**src/rtl/pst_pkg.sv**
```systemverilog
`timescale 1ns/1ps
package pst_pkg;
   localparam int BYTE_W  = 8;
   localparam int COUNT_W = 2 * BYTE_W;
   localparam int NUM_CH  = 3;
   localparam logic [1:0] CTRL_ADDR = 2'd3;

   typedef enum logic [1:0] {
      MD_ONESHOT = 2'd0,
      MD_RATE    = 2'd2,
      MD_SQUARE  = 2'd3
   } cnt_mode_e;

   typedef enum logic [1:0] {
      AC_NONE = 2'd0,
      AC_LO   = 2'd1,
      AC_HI   = 2'd2,
      AC_LOHI = 2'd3
   } acc_e;

   typedef struct packed {
      logic [1:0] sel;
      acc_e       acc;
      logic [2:0] mode;
      logic       bcd;
   } ctrl_word_t;

   function automatic logic mode_ok(input logic [2:0] m);
      return (m == 3'b000) || m[1];
   endfunction

   function automatic cnt_mode_e mode_map(input logic [2:0] m);
      if (!m[1]) return MD_ONESHOT;
      return m[0] ? MD_SQUARE : MD_RATE;
   endfunction
endpackage

```
**src/rtl/pst_prescale.sv**
```systemverilog
`timescale 1ns/1ps
module pst_prescale #(
   parameter int DIV = 12
) (
   input  logic clk,
   input  logic rst_n,
   output logic tick
);
   if (DIV < 1) begin : g_bad_div
      $error("pst_prescale: DIV must be at least 1");
   end

   if (DIV == 1) begin : g_pass
      assign tick = 1'b1;
   end else begin : g_div
      localparam int PW = $clog2(DIV);
      localparam logic [PW-1:0] LAST = PW'(DIV - 1);
      localparam logic [PW-1:0] STEP = PW'(1);
      logic [PW-1:0] phase;

      always_ff @(posedge clk) begin
         if (!rst_n) phase <= '0;
         else        phase <= (phase == LAST) ? '0 : phase + STEP;
      end

      assign tick = (phase == LAST);

      // enable pulses are isolated single cycles
      assert_tick_spacing_R2: assert property (@(posedge clk) disable iff (!rst_n)
         tick |=> !tick);
   end
endmodule

```
**src/rtl/pst_channel.sv**
```systemverilog
`timescale 1ns/1ps
module pst_channel
   import pst_pkg::*;
#(
   parameter int COUNT_W = 16
) (
   input  logic                 clk,
   input  logic                 rst_n,
   input  logic                 tick,
   input  logic                 gate,
   input  logic                 cfg_we,
   input  cnt_mode_e            cfg_mode,
   input  acc_e                 cfg_acc,
   input  logic                 load_we,
   input  logic [COUNT_W/2-1:0] load_byte,
   output logic                 out_o
);
   localparam int HALF  = COUNT_W / 2;
   localparam int CNT_W = COUNT_W + 1;
   localparam logic [CNT_W-1:0] CNT_ONE = CNT_W'(1);
   localparam logic [CNT_W-1:0] CNT_TWO = CNT_W'(2);

   if (COUNT_W < 4 || (COUNT_W % 2) != 0) begin : g_bad_width
      $error("pst_channel: COUNT_W must be even and at least 4");
   end

   cnt_mode_e           mode_q;
   acc_e                acc_q;
   logic [CNT_W-1:0]    cnt;
   logic [COUNT_W-1:0]  reload;
   logic [HALF-1:0]     lo_hold;
   logic                hi_next, cfg_seen, running, pending, gate_q, out_q;

   logic [COUNT_W-1:0]  new_val;
   logic [CNT_W-1:0]    reload_ext, sq_high_val, sq_low_val;
   logic                first_half, load_done;

   // zero stands for the full range
   function automatic logic [CNT_W-1:0] ext(input logic [COUNT_W-1:0] v);
      return (v == '0) ? {1'b1, {COUNT_W{1'b0}}} : {1'b0, v};
   endfunction

   always_comb begin
      case (acc_q)
         AC_LO:   new_val = {{HALF{1'b0}}, load_byte};
         AC_HI:   new_val = {load_byte, {HALF{1'b0}}};
         AC_LOHI: new_val = {load_byte, lo_hold};
         default: new_val = '0;
      endcase
   end

   assign first_half  = load_we && cfg_seen && (acc_q == AC_LOHI) && !hi_next;
   assign load_done   = load_we && cfg_seen && !((acc_q == AC_LOHI) && !hi_next);
   assign reload_ext  = ext(reload);
   assign sq_high_val = reload[0] ? reload_ext + CNT_ONE : reload_ext;
   assign sq_low_val  = reload[0] ? reload_ext - CNT_ONE : reload_ext;

   always_ff @(posedge clk) begin
      if (!rst_n) begin
         mode_q   <= MD_ONESHOT;
         acc_q    <= AC_NONE;
         cnt      <= '0;
         reload   <= '0;
         lo_hold  <= '0;
         hi_next  <= 1'b0;
         cfg_seen <= 1'b0;
         running  <= 1'b0;
         pending  <= 1'b0;
         gate_q   <= 1'b0;
         out_q    <= 1'b0;
      end else begin
         gate_q <= gate;
         // periodic modes: gate low holds output high, gate rise restarts
         if (cfg_seen && mode_q != MD_ONESHOT) begin
            if (!gate) out_q <= 1'b1;
            if (gate && !gate_q && (running || pending)) pending <= 1'b1;
         end
         if (tick) begin
            if (pending && (mode_q == MD_ONESHOT || gate)) begin
               running <= 1'b1;
               pending <= 1'b0;
               if (mode_q == MD_SQUARE) begin
                  cnt   <= sq_high_val;
                  out_q <= 1'b1;
               end else begin
                  cnt <= reload_ext;
                  if (mode_q == MD_RATE) out_q <= 1'b1;
               end
            end else if (running && gate) begin
               case (mode_q)
                  MD_ONESHOT: begin
                     if (cnt != '0) begin
                        cnt <= cnt - CNT_ONE;
                        if (cnt == CNT_ONE) out_q <= 1'b1;
                     end
                  end
                  MD_RATE: begin
                     if (cnt == CNT_TWO) begin
                        cnt   <= CNT_ONE;
                        out_q <= 1'b0;
                     end else if (cnt == CNT_ONE) begin
                        cnt   <= reload_ext;
                        out_q <= 1'b1;
                     end else begin
                        cnt <= cnt - CNT_ONE;
                     end
                  end
                  MD_SQUARE: begin
                     if (cnt <= CNT_TWO) begin
                        out_q <= !out_q;
                        cnt   <= out_q ? sq_low_val : sq_high_val;
                     end else begin
                        cnt <= cnt - CNT_TWO;
                     end
                  end
                  default: ;
               endcase
            end
         end
         if (first_half) begin
            lo_hold <= load_byte;
            hi_next <= 1'b1;
            if (mode_q == MD_ONESHOT) begin
               out_q   <= 1'b0;
               running <= 1'b0;
               pending <= 1'b0;
            end
         end
         if (load_done) begin
            hi_next <= 1'b0;
            reload  <= new_val;
            if (mode_q == MD_ONESHOT || !running) pending <= 1'b1;
            if (mode_q == MD_ONESHOT) begin
               out_q   <= 1'b0;
               running <= 1'b0;
            end
         end
         if (cfg_we) begin
            mode_q   <= cfg_mode;
            acc_q    <= cfg_acc;
            cfg_seen <= 1'b1;
            running  <= 1'b0;
            pending  <= 1'b0;
            hi_next  <= 1'b0;
            out_q    <= (cfg_mode != MD_ONESHOT);
         end
      end
   end

   assign out_o = out_q;

   // no output before programming
   assert_idle_low_R1: assert property (@(posedge clk) disable iff (!rst_n)
      !cfg_seen |-> !out_q);
   // the rate-mode low phase lasts one counting pulse
   assert_rate_pulse_R3: assert property (@(posedge clk) disable iff (!rst_n)
      (mode_q == MD_RATE && running && !out_q && tick && gate && !cfg_we) |=> out_q);
   // square mode always counts on even values
   assert_square_even_R5: assert property (@(posedge clk) disable iff (!rst_n)
      (mode_q == MD_SQUARE && running) |-> !cnt[0]);
   // terminal-count output holds high until rewritten
   assert_oneshot_hold_R6: assert property (@(posedge clk) disable iff (!rst_n)
      (mode_q == MD_ONESHOT && out_q && !cfg_we && !load_we) |=> out_q);
   // a low gate forces periodic outputs high
   assert_gate_high_R9: assert property (@(posedge clk) disable iff (!rst_n)
      (cfg_seen && mode_q != MD_ONESHOT && !gate && !cfg_we) |=> out_q);
endmodule

```
**src/rtl/pc_timer_subsys.sv**
```systemverilog
`timescale 1ns/1ps
module pc_timer_subsys
   import pst_pkg::*;
#(
   parameter int PRESCALE = 12
) (
   input  logic              osc_clk,
   input  logic              rst_n,
   input  logic              bus_we,
   input  logic [1:0]        bus_addr,
   input  logic [BYTE_W-1:0] bus_wdata,
   input  logic              port_gate2,
   input  logic              port_spk_en,
   output logic              irq0,
   output logic              refresh_req,
   output logic              speaker
);
   if (PRESCALE < 1) begin : g_bad_prescale
      $error("pc_timer_subsys: PRESCALE must be at least 1");
   end
   if (NUM_CH != 3) begin : g_bad_count
      $error("pc_timer_subsys: fixed routing needs exactly three channels");
   end

   logic              tick;
   ctrl_word_t        cw;
   logic              cw_ok;
   cnt_mode_e         cw_mode;
   logic [NUM_CH-1:0] ch_out;

   pst_prescale #(.DIV(PRESCALE)) u_prescale (
      .clk   (osc_clk),
      .rst_n (rst_n),
      .tick  (tick)
   );

   assign cw      = bus_wdata;
   assign cw_mode = mode_map(cw.mode);
   assign cw_ok   = bus_we && (bus_addr == CTRL_ADDR) && (cw.acc != AC_NONE)
                    && !cw.bcd && mode_ok(cw.mode) && (cw.sel != 2'd3);

   for (genvar g = 0; g < NUM_CH; g++) begin : g_ch
      logic ch_gate;
      if (g == 2) begin : g_ext_gate
         assign ch_gate = port_gate2;
      end else begin : g_fixed_gate
         assign ch_gate = 1'b1;
      end

      pst_channel #(.COUNT_W(COUNT_W)) u_ch (
         .clk       (osc_clk),
         .rst_n     (rst_n),
         .tick      (tick),
         .gate      (ch_gate),
         .cfg_we    (cw_ok && (cw.sel == 2'(g))),
         .cfg_mode  (cw_mode),
         .cfg_acc   (cw.acc),
         .load_we   (bus_we && (bus_addr == 2'(g))),
         .load_byte (bus_wdata),
         .out_o     (ch_out[g])
      );
   end

   assign irq0        = ch_out[0];
   assign refresh_req = ch_out[1];
   assign speaker     = ch_out[2] & port_spk_en;
endmodule

```
**config.mk**
```make
export PLATFORM = sky130hd
export DESIGN_NAME = pc_timer_subsys
export DESIGN_NICKNAME = d
export VERILOG_FILES = /design/src/rtl/pst_pkg.sv /design/src/rtl/pst_prescale.sv /design/src/rtl/pst_channel.sv /design/src/rtl/pc_timer_subsys.sv
export SDC_FILE = /design/constraint.sdc
export NUM_CORES = 1
export LEC_CHECK = 0
export ABC_AREA = 1
export BUFFER_PORTS_ARGS = -buffer_cell sky130_fd_sc_hd__buf_4
export CORE_UTILIZATION = 35
export CTS_CLUSTER_SIZE = 30
export DETAILED_ROUTE_END_ITERATION = 8
export HOLD_SLACK_MARGIN = 0.05
export PLACE_DENSITY_LB_ADDON = 0.12
export SYNTH_ARGS = -nofsm -noshare
export SYNTH_HDL_FRONTEND = slang
export SYNTH_HIERARCHICAL = 1
export SYNTH_SLANG_ARGS = --single-unit
export TNS_END_PERCENT = 5
```
**constraint.sdc**
```tcl
create_clock -name osc_clk -period 1.99 [get_ports osc_clk]
set_input_delay 0.199 -clock osc_clk [delete_from_list [all_inputs] [get_ports osc_clk]]
set_output_delay 0.199 -clock osc_clk [all_outputs]
set_load 0.05 [all_outputs]
```
* After elaboration in Yosys (flattened, before gate mapping) *
Cells that the tools add are included.

operators by class
  magnitude comparators = 3
  reductions and logical operators = 91
  $add $sub $neg = 13
  bitwise operators = 2
  muxes and demuxes = 131
  eq/ne operators = 31

operator list
  kind                                                              number
  2-to-1 mux 17 bit                                                 33
  one-hot mux 17 bit (3 select lines)                               3
  one-hot mux 16 bit (3 select lines)                               3
  subtractor 17 x 1 -> 17 bit (second input constant)               6
  2-to-1 mux 1 bit                                                  88
  adder 17 x 1 -> 17 bit (second input constant)                    3
  equality test 17 x 1 -> 1 bit (second input constant)             3
  equality test 17 x 2 -> 1 bit (second input constant)             3
  less-or-equal comparator 17 x 2 -> 1 bit (second input constant)  3
  nonzero test 17 bit                                               3
  subtractor 17 x 2 -> 17 bit (second input constant)               3
  zero test 16 bit                                                  3
  logical AND 1 bit                                                 35
  equality test 2 bit (second input constant)                       15
  nonzero test 2 bit                                                8
  zero test 1 bit                                                   15
  AND reduction 4 bit                                               3
  nonzero test 4 bit                                                3
  equality test 2 x 1 -> 1 bit (second input constant)              5
  zero test 2 bit                                                   5
  one-hot mux 1 bit (3 select lines)                                3
  OR reduction 3 bit                                                3
  logical OR 1 bit                                                  8
  OR reduction 2 bit                                                4
  other kinds (9)                                                   10

storage, ports and cells
  flip-flop bits (word level) = 156
  output and inout port bits = 3
  logic and storage cells = 304

* Longest topological paths before layout *
  depth in word-level cells = 14
  gate-level depth with buffers = 17
  depth with buffers taken out = 16

* Cells and area by module *
Netlist, hierarchy kept.

modules (own cells, without submodules)
  module                          area each (µm²)  instances  cells each
  pst_channel (g_ch[0].u_ch ...)  4565.6           2          769
  pst_channel (g_ch[2].u_ch)      4545.6           1          771
  pst_prescale                    165.2            1          20
  pc_timer_subsys                 121.4            1          27

* Least setup slack after synthesis *
Ideal clock, no wire load.

  path kind = register to register
  start = reg g_ch[2].u_ch.cnt[1]
  end = reg g_ch[2].u_ch.cnt[6]
  cell stages (with the launch flop) = 13
  setup time = 117 ps
  setup slack = 126 ps
  buffers on the path = 1
  arrival = 1747 ps
  path through = dfxtp_1 inv_1 ha_1 nand3_1 nor2_2 nand2_1 nand2_4 buf_6 nand3_1 o211ai_1 nand3_1 a21oi_1 nor2_1

between the ends
  word-level cells in the longest chain between the ends = 6
  elaborated cells on any way between the ends = 15
  those cells by class = add/sub: 2; order compare: 1; eq/ne: 3; mux: 7; reduce/logical: 2

RTL lines
  what                                                                          line                                                       source
  from (decl)                                                                   pst_channel.sv:29                                          logic [CNT_W-1:0] cnt;
  from (signal assigned)                                                        pst_channel.sv:83                                          cnt <= sq_high_val;
  from (signal assigned)                                                        pst_channel.sv:86                                          cnt <= reload_ext;
  from (signal assigned)                                                        pst_channel.sv:93                                          cnt <= cnt - CNT_ONE;
  subtractor 17 x 1 -> 17 bit or equality test 17 x 1 -> 1 bit (tied branches)  pst_channel.sv:93, pst_channel.sv:105, pst_channel.sv:101
  2-to-1 mux 17 bit                                                             pst_channel.sv:101                                         end else if (cnt == CNT_ONE) begin
  2-to-1 mux 17 bit                                                             pst_channel.sv:98                                          if (cnt == CNT_TWO) begin
  one-hot mux 17 bit (3 select lines)                                           pst_channel.sv:90                                          case (mode_q)
  2-to-1 mux 17 bit                                                             pst_channel.sv:89                                          end else if (running && gate) begin
  2-to-1 mux 17 bit                                                             pst_channel.sv:79                                          if (pending && (mode_q == MD_ONESHOT || gate)) begin

Parallel ways exist; a longest one is shown, timed or not. The select of a mux whose other input is x is not followed.
A chain may end at the register's enable or synchronous reset.

* Worst setup path in the final report *
  start = reg g_ch[1].u_ch.cnt[1]
  end = reg g_ch[1].u_ch.cnt[11]

between the ends
  word-level cells in the longest chain between the ends = 6
  elaborated cells on any way between the ends = 15
  those cells by class = add/sub: 2; order compare: 1; eq/ne: 3; mux: 7; reduce/logical: 2

RTL lines
  what                                                                          line
  from (decl)                                                                   pst_channel.sv:29
  from (signal assigned)                                                        pst_channel.sv:83
  from (signal assigned)                                                        pst_channel.sv:86
  from (signal assigned)                                                        pst_channel.sv:93
  subtractor 17 x 1 -> 17 bit or equality test 17 x 1 -> 1 bit (tied branches)  pst_channel.sv:93, pst_channel.sv:105, pst_channel.sv:101
  2-to-1 mux 17 bit                                                             pst_channel.sv:101
  2-to-1 mux 17 bit                                                             pst_channel.sv:98
  one-hot mux 17 bit (3 select lines)                                           pst_channel.sv:90
  2-to-1 mux 17 bit                                                             pst_channel.sv:89
  2-to-1 mux 17 bit                                                             pst_channel.sv:79

Parallel ways exist; a longest one is shown, timed or not. The select of a mux whose other input is x is not followed.

==> results.md <==
- Outcome: finished, final reports clean
- Grt ovf: 0
- Die X: 202 µm
- Multi-input gate area: 9820 µm²
- GPL Wtd Cong: 0.922
- Critical path arrival: 2310 ps
- Global-route wire length before repair: 81.6 mm
- XOR/XNOR Fraction of Synth Area: 7.09%
- Worst Max-Slew Pin Slew: 846 ps
- Maximum vdd drop: 0.000575 V
- Mux cell area share after synthesis: 0%
- End-of-flow core utilization: 44.9%
- Filler Cell Count: 4209
- Sequential fraction of the synthesis area: 22.5%
- Num ports: 18
- Worst Clk Skew: 17.7 ps
- Post-Synth Adder-Cell Area: 2.24%
- Clk buf depth: 2
- Clock sinks: 157
- Syn_area_per_cell: 5.93 µm²
- ANT nets after route: 0
- Row count: 72
- Crit path time final: 1960 ps
- Worst Hold Class: in -> reg
- Async S/R FF share, synth: 0%
- Largest family of logic cells by synthesized area: simple AND/OR/NAND/NOR gates
- Dominant synthesized flop cell: dfxtp_1
- Compound-cell area share of the yosys netlist: 21.6%
- Worst endpoint required time: 2340 ps
- Netlist Area Pre-Place: 14000 µm²
- Routed len/inst: 16.6 µm
- Dpl cell area: 16000 µm²
- Initial antenna violation count: 0
- Crit-path max FO: 3
- Die Area: 40700 µm²
- Final period util: 98.5%
- Overall routing resource usage: 25.1%
- PwrDens: 394 nW/µm²
- Number of max-cap violations: 0
- ANT cells: 0
- Worst hold stages: 3
- PortBufs: 17
- Via count: 16000
- Unrepaired setup endpoints after global routing: yes
- Reg area: 3180 µm²
- Worst Reg2Reg Path Length in Cells: 14
- Pin count of the biggest net entering global routing: 43
- H-tree depth: 4
- Area leader, netlist: dfxtp_1
- Max Transition Viols Final: 0
- Initial Util: 35.8%
- Worst-Skew Late Latency: 450 ps
- Drt drc: 0
- Die Ht: 202 µm
- Simple-gate share of the synthesized area: 35.3%
- Nets: 2592
- Share of the synthesized area in the top cell type: 22.5%
- CTS buffer count: 17
- Final wirelength: 51.1 mm
- Max Clk Rate: 510 MHz
- Top post-synthesis cells by area: dfxtp_1, nand2_1, o21ai_0
- Vias in the first global route: 15300
- Dpl hpwl: 38.9 mm
- Root Buffer: clkbuf_16
- Crit path launch type: flop
- Core area: 39000 µm²
- DRT iter0 DRCs: 1096
- Drt via density: 5.19
- TritonCTS clock tree: yes
- Detailed Routing Iterations Pass 1: 5
- FF+latch count, synth: 157
- Share of layout cells above drive strength 1: 20.0%
- Sum of negative setup slack: 0 ps
- Area grow syn2layout: 25.3%
- Cells after synthesis: 2356
- Crit Path Category: reg -> reg
- Final Setup Violations: 0
- Yosys warns: 6
- Clock transition at path regs: 80 ps
- Post-synth EDFFs: 0
- Static leakage: 8.53 nW
- Yosys cell types: 47
- Hold Vio Cnt, Final: 0
- Post-Layout Inst Area: 17500 µm²
- Slew headroom: 43.5%
- Worst setup EP type: flop
## final timing paths
path,start,slack [ps],end
worst max-delay path,g_ch[1].u_ch/cnt[1]$_SDFFE_PN0P_,30,g_ch[1].u_ch/cnt[11]$_SDFFE_PN0P_
worst max register to register,g_ch[1].u_ch/cnt[1]$_SDFFE_PN0P_,30,g_ch[1].u_ch/cnt[11]$_SDFFE_PN0P_
worst min register to register,u_prescale/g_div.phase[0]$_SDFF_PP0_,430,u_prescale/g_div.phase[0]$_SDFF_PP0_
worst min-delay path,bus_wdata[7],120,g_ch[0].u_ch/reload[15]$_SDFFE_PN0P_
## registers in the layout (all words and copies together), names as in the netlist
| register | cells |
|---|---|
| g_ch.u_ch/cfg_seen | 3 |
| g_ch.u_ch/mode_q | 6 |
| u_prescale/g_div.phase | 4 |
| g_ch.u_ch/cnt | 51 |
| g_ch.u_ch/gate_q | 3 |
| g_ch.u_ch/hi_next | 3 |
| g_ch.u_ch/out_o | 3 |
| g_ch.u_ch/pending | 3 |
| g_ch.u_ch/lo_hold | 24 |
| g_ch.u_ch/acc_q | 6 |
| g_ch.u_ch/reload | 48 |
| g_ch.u_ch/running | 3 |
## kinds of logic (layout without fill, tap and decap cells)
| logic type | after synthesis | count (layout) |
|---|---|---|
| AOI/OAI and AO/OA | 538 | 538 |
| xor gates and xnor gates | 113 | 113 |
| adders and majority gates | 25 | 25 |
| buffers and inverters | 390 | 594 |
| DFF | 157 | 157 |
| other | 1 | 6 |
| and+or+nand+nor | 1132 | 1132 |
## layout by cell type (no fill, tap or decap), types with 5 or more instances in the layout
| cell type | count |
|---|---|
| o21ai_1 | 21 |
| nor2_4 | 28 |
| a22oi_1 | 6 |
| a21oi_1 | 192 |
| buf_4 | 261 |
| nand3_4 | 7 |
| dfxtp_2 | 19 |
| nor2_1 | 203 |
| conb_1 | 6 |
| ha_1 | 17 |
| clkbuf_16 | 17 |
| nand2_8 | 6 |
| nand3_1 | 199 |
| nand4_1 | 16 |
| inv_2 | 16 |
| clkinvlp_4 | 5 |
| nor3_1 | 17 |
| o211ai_1 | 22 |
| nand2_2 | 28 |
| a31oi_1 | 12 |
| xor2_2 | 5 |
| nand2_1 | 560 |
| xnor2_1 | 9 |
| inv_1 | 262 |
| ha_4 | 5 |
| o21ai_0 | 201 |
| buf_12 | 5 |
| o22ai_1 | 6 |
| a311oi_1 | 12 |
| buf_6 | 8 |
| nor2_2 | 39 |
| a21oi_2 | 11 |
| xor2_1 | 96 |
| dfxtp_1 | 134 |
| a211oi_1 | 36 |
| nand3_2 | 8 |
## Yosys cell counts (12+ instances only)
master / n
nand2_1: 585
inv_1: 274
nor2_1: 238
o21ai_0: 211
a21oi_1: 202
nand3_1: 202
dfxtp_1: 157
xor2_1: 101
clkbuf_1: 57
a211oi_1: 36
buf_2: 25
ha_1: 25
nor2_2: 23
o211ai_1: 22
nor3_1: 21
nand4_1: 16
a311oi_1: 12
a31oi_1: 12
o21ai_1: 12
xnor2_1: 12
## critical path, cell delays in order, from the launching register on
cell,delay (ps)
dfxtp_2,340
inv_2,50
buf_4,130
ha_2,170
nand2_2,80
nand2_4,70
nor2_4,150
buf_6,110
nand4_1,110
xnor2_2,170
and2_4,140
nor2_2,80
nand2_1,50
a21oi_1,120
nor2_1,60
## what timing repair did
action,4_1_cts,5_1_grt
hold buffers,1,0
resized for setup,8,187
hold endpoints to repair,1,0
buffers inserted,0,37
pin swaps,0,58
setup endpoints to repair,9,53
## per-stage QoR
step | worst slack (ps) | cells | total power, mW | hold slack [ps]
floorplan | 126 | 2361 | 3.34 | 292
global placement | -64.7 | 3013 | 3.50 | 419
detailed placement | -116 | 3013 | 3.50 | 412
CTS | -43.6 | 3046 | 6.98 | 95.0
global route | -56.4 | 3083 | 7.13 | 118
finish | 29.0 | 3083 | 6.90 | 116
## area by class of cell
class	count	area share, %
tap	518	3.70
sequential	157	18.2
clock inverter	13	0.887
multi-input combinational	1814	56.1
timing repair buffer	275	12.3
inverter	287	6.24
clock buffer	19	2.53
## where the power goes
part           internal [mW]  switching [mW]  total [mW]
clock                   1.91            1.56        3.47
combinational         0.0775           0.198       0.276
sequential              3.15         0.00853        3.15
total                   5.14            1.76        6.90
## per-layer routing
layer,share of wire [%],routed length (µm),track usage (%)
met3,4.9,2520,3.19
met4,2.3,1200,8.31
met1,48,24300,34.7
met5,0,0,0
met2,45,23100,40.0
No activity file was read; power rests on OpenSTA's default activity.
